$ cat src/rtl/fan_pwm_gen.sv
module fan_pwm_gen #(
  parameter int CODE_W   = 8,
  parameter int TRI_W    = 8,
  parameter int LO_PCT   = 30,
  parameter int SPAN_PCT = 40
) (
  input  logic              clk,
  input  logic              rst_n,
  input  logic              tick,
  input  logic [CODE_W-1:0] code_a,
  input  logic [CODE_W-1:0] code_b,
  input  logic              force_on,
  output logic              pwm_out,
  output logic              period_strobe
);
  localparam int FS    = (1 << CODE_W) - 1;
  localparam int LO    = (FS * LO_PCT + 50) / 100;
  localparam int SPAN  = (FS * SPAN_PCT + 50) / 100;
  localparam int HI    = LO + SPAN;
  localparam int THR_W = TRI_W + 1;
  localparam int PRD_W = CODE_W + TRI_W;

  localparam logic [CODE_W-1:0] LO_C   = CODE_W'(LO);
  localparam logic [CODE_W-1:0] HI_C   = CODE_W'(HI);
  localparam logic [PRD_W-1:0]  SPAN_C = PRD_W'(SPAN);
  localparam logic [THR_W-1:0]  FULL_C = {1'b1, {TRI_W{1'b0}}};
  localparam logic [TRI_W-1:0]  TOP_C  = '1;
  localparam logic [TRI_W-1:0]  ONE_C  = TRI_W'(1);

  logic [CODE_W-1:0] ctrl;
  logic [PRD_W-1:0]  scaled;
  logic [THR_W-1:0]  mapped;
  logic [TRI_W-1:0]  cnt_q;
  logic              down_q;
  logic [THR_W-1:0]  thr_q;
  logic              strobe_q;

  assign ctrl   = (code_a > code_b) ? code_a : code_b;
  assign scaled = {{TRI_W{1'b0}}, ctrl - LO_C} << TRI_W;

  always_comb begin
    if (ctrl <= LO_C)      mapped = '0;
    else if (ctrl >= HI_C) mapped = FULL_C;
    else                   mapped = THR_W'(scaled / SPAN_C);
  end

  always_ff @(posedge clk) begin
    if (!rst_n) begin
      cnt_q    <= '0;
      down_q   <= 1'b0;
      thr_q    <= '0;
      strobe_q <= 1'b0;
    end else begin
      strobe_q <= 1'b0;
      if (tick) begin
        if (!down_q) begin
          if (cnt_q == TOP_C) begin
            down_q <= 1'b1;
            cnt_q  <= cnt_q - ONE_C;
          end else begin
            cnt_q <= cnt_q + ONE_C;
          end
        end else if (cnt_q == ONE_C) begin
          cnt_q    <= '0;
          down_q   <= 1'b0;
          strobe_q <= 1'b1;
          thr_q    <= mapped;
        end else begin
          cnt_q <= cnt_q - ONE_C;
        end
      end
    end
  end

  assign pwm_out       = force_on | ({1'b0, cnt_q} < thr_q);
  assign period_strobe = strobe_q;
endmodule

$ cat config.mk
export PLATFORM = sky130hd
export DESIGN_NAME = fan_pwm_gen
export DESIGN_NICKNAME = d
export VERILOG_FILES = /design/src/rtl/fan_pwm_gen.sv
export SDC_FILE = /design/constraint.sdc
export NUM_CORES = 1
export LEC_CHECK = 0
export BUFFER_PORTS_ARGS = -buffer_cell sky130_fd_sc_hd__buf_2
export CORE_ASPECT_RATIO = 1.4
export CORE_MARGIN = 2
export CORE_UTILIZATION = 45
export CTS_BUF_LIST = sky130_fd_sc_hd__clkbuf_8 sky130_fd_sc_hd__clkbuf_16
export DETAILED_ROUTE_END_ITERATION = 12
export HOLD_SLACK_MARGIN = 0.05
export PLACE_DENSITY_LB_ADDON = 0.05
export SETUP_SLACK_MARGIN = 0.02
export SYNTH_ARGS = -nofsm -noshare
export SYNTH_HDL_FRONTEND = slang
export SYNTH_SLANG_ARGS = --single-unit
$ cat constraint.sdc
create_clock -name clk -period 12.3 [get_ports clk]
set_input_delay 1.23 -clock clk [delete_from_list [all_inputs] [get_ports clk]]
set_output_delay 1.23 -clock clk [all_outputs]
set_load 0.02 [all_outputs]
==> results.md, run 1 <==
Floorplan:
- The die boundary height is 124 um.
- In this run the count of I/O pins placed on the die edge is 22.
- The initial core utilization is 45.5%.
- The die covers 0.0112 mm2.
- The floorplan step defined a core boundary enclosing 0.0102 mm2.
- The initialized floorplan defines 44 standard-cell rows.
- The die is 90 um wide.

STA:
- The ratio of final minimum period to clock period is 92.9%.
- Counting I/O delays and the setup requirement, the final critical path takes 11.43 ns.
- The actual transition at the worst max-transition pin is 0.824 ns.
- Static timing analysis puts the maximum clock frequency at 87.5 MHz.
- The number of max-slew violations in the final report is 0.
- Adding up every negative setup slack in the final design gives 0 ns.
- The count of endpoints failing hold in the final timing report came to 0.
- Setup repair after global routing left no endpoint under its margin.
- The worst max-slew margin expressed relative to the limit is 45.1%.
- Across the routed clock network, the largest skew measured is 0.00242 ns.
- The number of endpoints failing setup at the final stage is 0.

Clock network:
- The tree is rooted in a sky130_fd_sc_hd__clkbuf_16.
- The count of clock tree sinks is 19.
- TritonCTS built the clock tree.
- Once the clock tree was built, the setup fixing pass inserted 0 buffers.
- The clock-pin slew reported for the worst setup and hold paths after clock tree synthesis is 0.05 ns.
- The longest clock path from root to sink contains 2 buffers.
- The number of hold buffers added after CTS was 0.
- The later pin in the worst-skew pair is clocked with a latency of 0.25 ns.
- Gates resized during post-CTS repair numbered 0.
- The number of CTS-inserted buffers is 3.
- The number of levels in the clock H-tree is 1.

Global route:
- The initial antenna violation count is 0.
- Entering global routing, the biggest net connects 20 pins.
- Global routing used 25.2% of the available tracks.
- The total overflow left after global routing is 0.
- The number of global-route vias before repair is 4992.
- The first global-routing pass estimated 24200 um of wire.

Job:
- Across the run, the number of max-cap violations was 0.

Synth:
- The number of enable-type register cells in the synthesized netlist is 0.
- Summing the areas of all fa, ha and maj instances in the mapped netlist gives 6.44% of the synthesized area.
- The largest area contributor in the netlist is sky130_fd_sc_hd__dfxtp_1.
- Yosys attributes the largest share of cell area to sky130_fd_sc_hd__dfxtp_1, sky130_fd_sc_hd__ha_1, sky130_fd_sc_hd__nand2_1, sky130_fd_sc_hd__o21ai_0, sky130_fd_sc_hd__nor2_1.
- A synthesized cell averages 6.92 um2.
- Of the post-synthesis cell area, the part taken by muxes is 5.13%.
- The share of the yosys chip area belonging to registers is 8.16%.
- The largest family of logic cells by synthesized area is compound AO/OA/AOI/OAI gates.
- The most common cell in the synthesized netlist is sky130_fd_sc_hd__nand2_1.
- Synthesis produced a netlist with a net count of 717.
- The number of different library cells in the post-synthesis netlist is 98.
- After synthesis the netlist holds a flip-flop and latch count of 19.
- In the synthesized netlist the async set-or-reset flop fraction comes to 0%.
- The parity-gate share of the synthesized area counting xor and xnor cells is 5.42%.
- The cell count after synthesis is 673.
- During synthesis, Yosys emitted a total of 0 warnings.
- The synthesized design devotes to its leading area cell type 8.16% of total area.
- Summing the areas of all compound-gate instances in the mapped netlist gives 39.1% of the synthesized area.
- The simple-gate share of the synthesized area is 30.3%.
- The synthesized netlist occupies a cell area of 0.00466 mm2.
- The commonest cells after synthesis are sky130_fd_sc_hd__nand2_1, sky130_fd_sc_hd__nor2_1, sky130_fd_sc_hd__o21ai_0.
- Among all flip-flop cells after synthesis, the most frequent one is sky130_fd_sc_hd__dfxtp_1.

Min path:
- The start point of the worst hold path is thr_q[5].
- The worst min-delay path class is reg -> reg.

Placed design:
- At the end of routability-driven placement, the weighted congestion stood at 0.973.
- The post-detailed-placement half-perimeter wirelength is 11400 um.
- The count of buffers inserted at the top-level ports is 21.

Critical path:
- The required arrival time at the worst endpoint is 12.44 ns.
- Along the worst path, the maximum fanout reaches 19.
- The delay of the slowest cell on the worst path is 0.54 ns.
- The kind of end point of the critical path is a flop.
- Among all stages on the critical path, the largest delay is contributed by sky130_fd_sc_hd__and3_1.
- The startpoint identified for the worst register-to-register timing path is cnt_q[3].
- The kind of launch point of the worst setup path is an input port.
- The most critical setup path has its startpoint at code_b[1].
- The data arrival time of the critical path is 11.56 ns.
- The setup path with the least slack is of type in -> reg.

Final layout:
- At the end of the flow, the number of nets in the layout was 717.
- The antenna diode instance count is 0.
- The layout cell share with drive strength beyond 1 is 12.5%.
- Relative to the synthesized area, the layout overhead comes to 5.53%.

Drt:
- Before antenna repair, the detailed router went through 7 iterations.
- In this run the remaining antenna-violating nets after routing total 0.
- The wire length after detailed routing is 14400 um.
- Using the TritonRoute via totals, the vias-per-cell ratio works out to 6.44.
- After detailed routing, the number of remaining DRC violations is 0.
- The detailed router finished its first iteration with 244 violations.
- The final route contains 5218 vias.
- After detailed routing, the average wire length per cell comes to 17.7 um.

Run status:
- The run finished with clean final reports.
cells in the final DEF, fill, tap and decap left out, drive strengths merged, types with 21 or more instances in the layout:
cell,count
a21oi,40
inv,30
buf,26
nand2,71
nor2,66
ha,24
o21ai,56
xnor2,21
nor3,23
nand3,22
worst max-delay path: cells and delay by family:
| kind | cells | cell delay (ns) |
|---|---|---|
| buffers and inverters | 4 | 0.45 |
| XOR/XNOR | 1 | 0.32 |
| AND/OR/NAND/NOR | 13 | 2.69 |
| AO/OA/AOI/OAI | 22 | 5.47 |
| adder cells (fa/ha/maj) | 4 | 1.37 |
final timing paths:
check / endpoint / slack (ns) / cells past startpoint
hold reg to reg: thr_q[5] / 0.46 / 2
hold / removal: thr_q[5] / 0.46 / 2
setup / recovery: thr_q[1] / 0.87 / 44
setup reg to reg: thr_q[0] / 9.71 / 9
cells by family (layout without fill, tap and decap cells):
group	Yosys count	after routing
compound gates	245	245
xor+xnor	28	28
fa+ha+maj	24	24
buf+inv	61	60
flops	19	19
mux	23	23
simple gates	273	273
per-stage QoR:
stage               hold slack [ns]  utilization (%)  std cells  area, um2  setup WS (ns)
floorplan                     0.425                -        673       4660           1.91
global placement              0.445             47.2        806       4830          0.580
detailed placement            0.448             47.2        806       4830          0.327
CTS                           0.461             48.0        810       4910          0.574
global route                  0.496             48.0        810       4920         0.0452
finish                        0.455             48.0        810       4920          0.875
sequential cells by signal, indices dropped and copies added (netlist names):
name,cells
cnt_q,8
down_q,1
period_strobe,1
thr_q,9
layer usage:
layer	wire length [um]	GRT usage (%)	vias up
met1	6010	30.3	2454
met3	419	1.45	49
met5	0	0	-
met2	7470	46.9	160
met4	474	8.69	0
li1	-	-	2555
layout make-up:
class | count | area, um2
Tap cell | 138 | 173
Clock inverter | 1 | 5.00
Multi-Input combinational cell | 593 | 4030
Sequential cell | 19 | 380
Fill cell | 1122 | 5320
Inverter | 30 | 113
Timing Repair Buffer | 26 | 143
Clock buffer | 3 | 75.1
Power of run 1 is left out: the tool's default activity adds up to more than one toggle a clock period on the data nets, which glitch-free logic cannot reach.
==> run 2: changes to the inputs <==
- PLACE_DENSITY: default -> 0.59
- PLACE_DENSITY_LB_ADDON: 0.05 -> default
==> run 2 against run 1 <==
  * Die area unchanged
  * Global-route usage down 0.70 points
  * Routed wire length fell by 1.0%
  * Sequential share of layout area barely moved
  * Count of clock-buffer cells in the layout unchanged
  * Hold slack worse by 0.0030 ns
  * Critical path depth is the same
  * Fmax is 0.82% higher
  * Critical endpoint unchanged
==> results.md, run 2 (synthesized netlist as in run 1, its figures left out) <==
Critical path:
- The largest single stage delay on the critical path is 0.52 ns.
- The type of the worst setup path is in -> reg.
- The kind of end point of the critical path is a flop.
- Data arrives at the worst endpoint at 11.47 ns.
- The worst setup path is launched from an input port.
- Data on the critical path is required at its endpoint by 12.44 ns.
- The slowest cell on the critical path is sky130_fd_sc_hd__o211a_2.
- Of all nets on the critical path, the largest fanout is 20.

Placed design:
- The number of instances in the placed design is 803.
- The post-detailed-placement half-perimeter wirelength is 11300 um.
- The count of buffers inserted at the top-level ports is 21.
- The global placement routability congestion is 0.982.
- After detailed placement, the total cell area comes to 0.00481 mm2.

Drt:
- In the routed design, unresolved DRC markers number 0.
- The detailed-route wire length per cell is 17.6 um.
- The detailed-route vias per instance is 6.50.
- The final route contains 5249 vias.
- The wire length after detailed routing is 14200 um.
- The first-iteration detailed-routing DRC count is 268.
- The pre-antenna-repair detailed-routing pass consisted of 5 iterations.
- The count of antenna-violating nets left after detailed routing is 0.

STA:
- The clock period minus final worst setup slack is 11.33 ns.
- The count of endpoints failing hold in the final timing report is 0.
- Across the routed clock network, the largest skew measured is 0.00214 ns.
- Setup repair after global routing left no endpoint under its margin.
- The ratio of final minimum period to clock period is 92.1%.
- Setup violations remaining at the end of the flow were counted as 0.
- The accumulated negative setup slack is 0 ns.
- The fmax is 88.2 MHz.
- The worst pin sits at a relative slew slack of 41.7%.
- The number of max-slew violations in the final report came to 0.
- The actual transition at the worst max-transition pin is 0.875 ns.

Floorplan:
- The initialized floorplan defines 44 standard-cell rows.
- The die outline area is 0.0112 mm2.
- The die is 124 um tall.
- In this run the horizontal extent of the chip is 90 um.
- The total I/O pin count is 22.
- The floorplan step defined a core boundary enclosing 0.0102 mm2.
- The initial core utilization is 45.5%.

Final layout:
- Ranked by flip-flop count, first place goes to thr_q.
- The number of flip-flops in the largest register is 9.
- In the final layout, the registers with the most flip-flops are thr_q: 9 flops, cnt_q: 8 flops.
- The repair_antennas step left the layout with diodes totalling 0.
- Once layout is complete, the cells apart from fillers number 807.
- Once layout is done, the placed cells without fillers occupy 0.00489 mm2.
- Relative to the synthesized area, the layout overhead comes to 5.05%.
- The core occupancy in the finished layout is 47.8%.
- In the final layout, the share of cells above drive strength 1 is 12.3%.
- In the final layout, flip-flops and latches occupy 380 um2.
- The net count of the finished layout is 714.
- The multi-input gate area in the final layout is 0.00403 mm2.
- The most common library cell in the layout ignoring fill and taps is sky130_fd_sc_hd__nand2_1.
- Counting the fill cells in the layout gives 1124.
- The library cells used most frequently in the layout, excluding fill and tap cells, are sky130_fd_sc_hd__nand2_1, sky130_fd_sc_hd__nor2_1, sky130_fd_sc_hd__o21ai_0.

Global route:
- The number of global-route vias before repair came to 4986.
- The first global-routing pass estimated 23600 um of wire.
- Entering global routing, the biggest net connects 21 pins.
- The global routing usage summed across all routing layers is 24.5%.
- The initial antenna violation count is 0.
- Global routing finished with a remaining overflow of 0.

Clock network:
- TritonCTS built the clock tree.
- The cell sitting at the root of the clock tree is a sky130_fd_sc_hd__clkbuf_16.
- Counting along the longest clock path gives a buffer depth of 2.
- After clock tree synthesis, the clock-pin slew on the worst setup and hold paths is 0.05 ns.
- The number of clock buffers added by TritonCTS is 3.
- Clock latency on the worst-skew pair, taken at its later pin, is 0.25 ns.
- In this run the post-CTS setup repair buffer count came out at 0.
- The number of levels in the clock H-tree is 1.
- The count of clock tree sinks is 19.

Min path:
- The worst min-delay path class is reg -> reg.

Run status:
- The run finished with clean final reports.

Job:
- The reported max-cap violation count is 0.
[run 2: changes by cell type in the layout (fill, tap and decap cells not counted), sizes merged]
| cell | change |
|---|---|
| buf | -3 |
[run 2: cell type report]
| type | count | share of cell area [%] |
|---|---|---|
| Sequential cell | 19 | 7.77 |
| Timing Repair Buffer | 23 | 2.45 |
| Tap cell | 138 | 3.53 |
| Multi-Input combinational cell | 593 | 82.3 |
| Clock buffer | 3 | 1.53 |
| Inverter | 30 | 2.30 |
| Clock inverter | 1 | 0.102 |
[run 2: what timing repair did]
item | CTS | global route
setup endpoints to repair | 0 | 2
hold buffers | 0 | 0
gates resized for setup | 0 | 3
[run 2: worst paths after layout]
kind	startpoint	end	slack, ns	cells past startpoint
worst max-delay path	code_b[7]	thr_q[1]	0.97	44
worst min-delay path	thr_q[2]	thr_q[2]	0.45	2
worst max register to register	cnt_q[3]	thr_q[0]	9.68	9
worst min register to register	thr_q[2]	thr_q[2]	0.45	2
[run 2: stage by stage]
step                      hold slack, ns  setup WS (ns)
after floorplan                    0.425           1.91
after global placement             0.446          0.569
after detailed placement           0.447          0.253
after CTS                          0.460          0.516
after global routing               0.479          0.132
final                              0.452          0.967
[run 2: routing by layer]
layer / global-route usage [%] / up-vias / wire, um
li1: - / 2545 / -
met5: 0 / - / 0
met1: 28.8 / 2474 / 5820
met2: 45.5 / 188 / 7340
met3: 1.27 / 42 / 534
met4: 10.4 / 0 / 533
[run 2: critical path, delay by kind of cell]
| family | cells | cell delay [ns] |
|---|---|---|
| xor+xnor | 1 | 0.35 |
| simple gates | 14 | 2.72 |
| buf+inv | 4 | 0.45 |
| compound gates | 20 | 5.07 |
| fa+ha+maj | 4 | 1.44 |
| mux | 1 | 0.16 |
Power of run 2 is left out for the same reason.
==> run 3: changes to the inputs <==
- CTS_BUF_LIST: sky130_fd_sc_hd__clkbuf_8 sky130_fd_sc_hd__clkbuf_16 -> sky130_fd_sc_hd__clkbuf_4
==> run 3 against run 2 <==
  * Global-route usage down 0.063 points
  * Routed wire length down 0.25%
  * Register-to-register slack about the same
  * Cell count unchanged
  * Hold slack better by 0.019 ns
  * Clock skew up 0.0025 ns
  * Sequential cell count unchanged
==> results.md, run 3 (synthesized netlist as in run 1, its figures left out) <==
Global route:
- Across every metal layer, demand over resource in global routing totals 24.4%.
- The initial antenna violation count is 0.
- The number of global-route vias before repair came to 4974.
- The total congestion overflow is 0.
- Entering global routing, the biggest net connects 21 pins.
- The wire length of the first global-routing pass is 23600 um.

Floorplan:
- The initial core utilization is 45.5%.
- The die is 90 um wide.
- The core outline area is 0.0102 mm2.
- The die covers 0.0112 mm2.
- The total I/O pin count is 22.
- The die is 124 um tall.
- Row generation in the floorplan step produced 44 rows.

Clock network:
- In this run the post-CTS setup repair buffer count came out at 0.
- The latest clock arrival within the worst-skew pair is 0.31 ns.
- Buffers inserted during clock tree synthesis total 3.
- CTS saw 19 sinks.
- In this run, post-CTS hold repair placed 0 buffers.
- The longest clock path from root to sink contains 2 buffers.
- The buffer cell driving the clock tree root is sky130_fd_sc_hd__clkbuf_4.
- The clock-pin slew reported for the worst setup and hold paths after clock tree synthesis is 0.11 ns.
- TritonCTS built the clock tree.
- In this run the number of H-tree levels came out at 1.

Drt:
- For this run, design rule violations remaining after detail routing come to 0.
- The detailed-route wire length per cell is 17.6 um.
- The post-route met1 wirelength is 5790 um.
- In the detailed route, the total length drawn on met3 is 533 um.
- Summing over every cut layer, the via total after detailed routing is 5200.
- The wire length on met2 is 7320 um.
- The count of antenna-violating nets left after detailed routing is 0.
- The first-iteration detailed-routing DRC count is 253.
- The first detailed-routing pass took 5 iterations.
- The wire length after detailed routing is 14200 um.
- After detailed routing, the number of vias per cell comes to 6.44.
- After detailed routing, no signal wire sits above met4.

Placed design:
- The count of buffers inserted at the top-level ports is 21.
- The post-detailed-placement half-perimeter wirelength is 11300 um.
- After detailed placement, the design holds a cell count of 803.
- The global placement routability congestion is 0.982.

Final layout:
- The total number of nets in the final design is 714.
- The final cell count without fillers is 807.
- The antenna diode instance count is 0.
- The most common library cell in the layout ignoring fill and taps is sky130_fd_sc_hd__nand2_1.
- Summing all multi-input logic gate instances after layout gives 0.00403 mm2.
- Registers take 380 um2.
- Compared with the post-synthesis result, the final layout area differs by 3.92%.
- The layout cell share with drive strength beyond 1 is 12.3%.
- The filler cell count in the final layout is 1130.
- The top cell types in the final layout, fill and taps aside, are sky130_fd_sc_hd__nand2_1, sky130_fd_sc_hd__nor2_1, sky130_fd_sc_hd__o21ai_0.
- Counting flops per register, the top entry is thr_q.
- The number of flip-flops in the largest register is 9.
- The largest registers in the layout are thr_q: 9 flops, cnt_q: 8 flops.

Critical path:
- The delay of the slowest cell on the worst path is 0.57 ns.
- The required arrival time at the worst endpoint is 12.51 ns.
- The top fanout value on the critical path is 19.
- Counting stages on the worst path, the most repeated cell is sky130_fd_sc_hd__ha_1.
- The kind of launch point of the worst setup path is an input port.
- The critical path is of the in -> reg type.
- Data on the critical path arrives at its endpoint at 11.49 ns.
- STA classifies the critical path endpoint as a flop.
- The slowest cell on the critical path is sky130_fd_sc_hd__a311oi_2.

STA:
- In the final timing run, aggregate negative setup slack is 0 ns.
- The clock period minus final worst setup slack is 11.29 ns.
- Setup repair after global routing left no endpoint under its margin.
- The count of endpoints failing hold in the final timing report is 0.
- Clock skew on the completed layout was measured at 0.00467 ns.
- The number of endpoints failing setup at the final stage is 0.
- For the pin with the worst max-slew slack, the measured transition is 0.888 ns.
- The ratio of final minimum period to clock period is 91.8%.
- The number of max-slew violations in the final report is 0.
- The fmax is 88.6 MHz.
- The hold slack is 0.471 ns.
- In this run the tightest slew margin relative to its limit is 40.1%.

Min path:
- The min-delay analysis places its worst path in the category reg -> reg.

Run status:
- The flow ran to the end, and the final reports show no timing, DRC or antenna violations.

Job:
- The reported max-cap violation count is 0.
## run 3: cell types whose count changed in the layout (fill, tap and decap cells not counted)
cell,before,now
sky130_fd_sc_hd__clkbuf_16,3,0
sky130_fd_sc_hd__clkbuf_4,0,3
## run 3: final cells by class
class | count | area share (%)
multi-input cells | 593 | 83.2
flip-flops and latches | 19 | 7.86
well taps | 138 | 3.57
repair buffers | 23 | 2.48
inverters | 30 | 2.33
clock buffers | 3 | 0.465
clock inverters | 1 | 0.103
## run 3: final timing paths
| check | slack (ns) | from | to | cells past startpoint |
|---|---|---|---|---|
| max | 1.01 | code_b[7] | thr_q[1] | 44 |
| min | 0.47 | thr_q[2] | thr_q[2] | 2 |
| max reg2reg | 9.69 | cnt_q[3] | thr_q[0] | 9 |
| min reg2reg | 0.47 | thr_q[2] | thr_q[2] | 2 |
## run 3: worst max-delay path, delay by kind of cell
| kind | cells | cell delay [ns] |
|---|---|---|
| compound gates | 19 | 4.45 |
| simple gates | 15 | 3.15 |
| fa+ha+maj | 4 | 1.45 |
| buf+inv | 4 | 0.54 |
| xor+xnor | 1 | 0.35 |
| mux | 1 | 0.27 |
## run 3: per-stage QoR
stage | setup WS, ns | utilization [%] | area, um2
global placement | 0.569 | 47.0 | 4810
finish | 1.01 | 47.3 | 4840
floorplan | 1.91 | - | 4660
global route | 0.203 | 47.3 | 4840
CTS | 0.582 | 47.2 | 4840
detailed placement | 0.253 | 47.0 | 4810
## run 3: per-layer routing
| metal | vias to the layer above | track usage (%) |
|---|---|---|
| li1 | 2541 | - |
| met1 | 2442 | 28.7 |
| met2 | 173 | 45.5 |
| met3 | 44 | 1.09 |
| met4 | 0 | 10.3 |
| met5 | - | 0 |
## run 3: what timing repair did
action / in CTS / in global routing
endpoints found under the setup margin: 0 / 2
resized for setup: 0 / 3
hold endpoints to repair: 0 / 0
Power of run 3 is left out for the same reason.
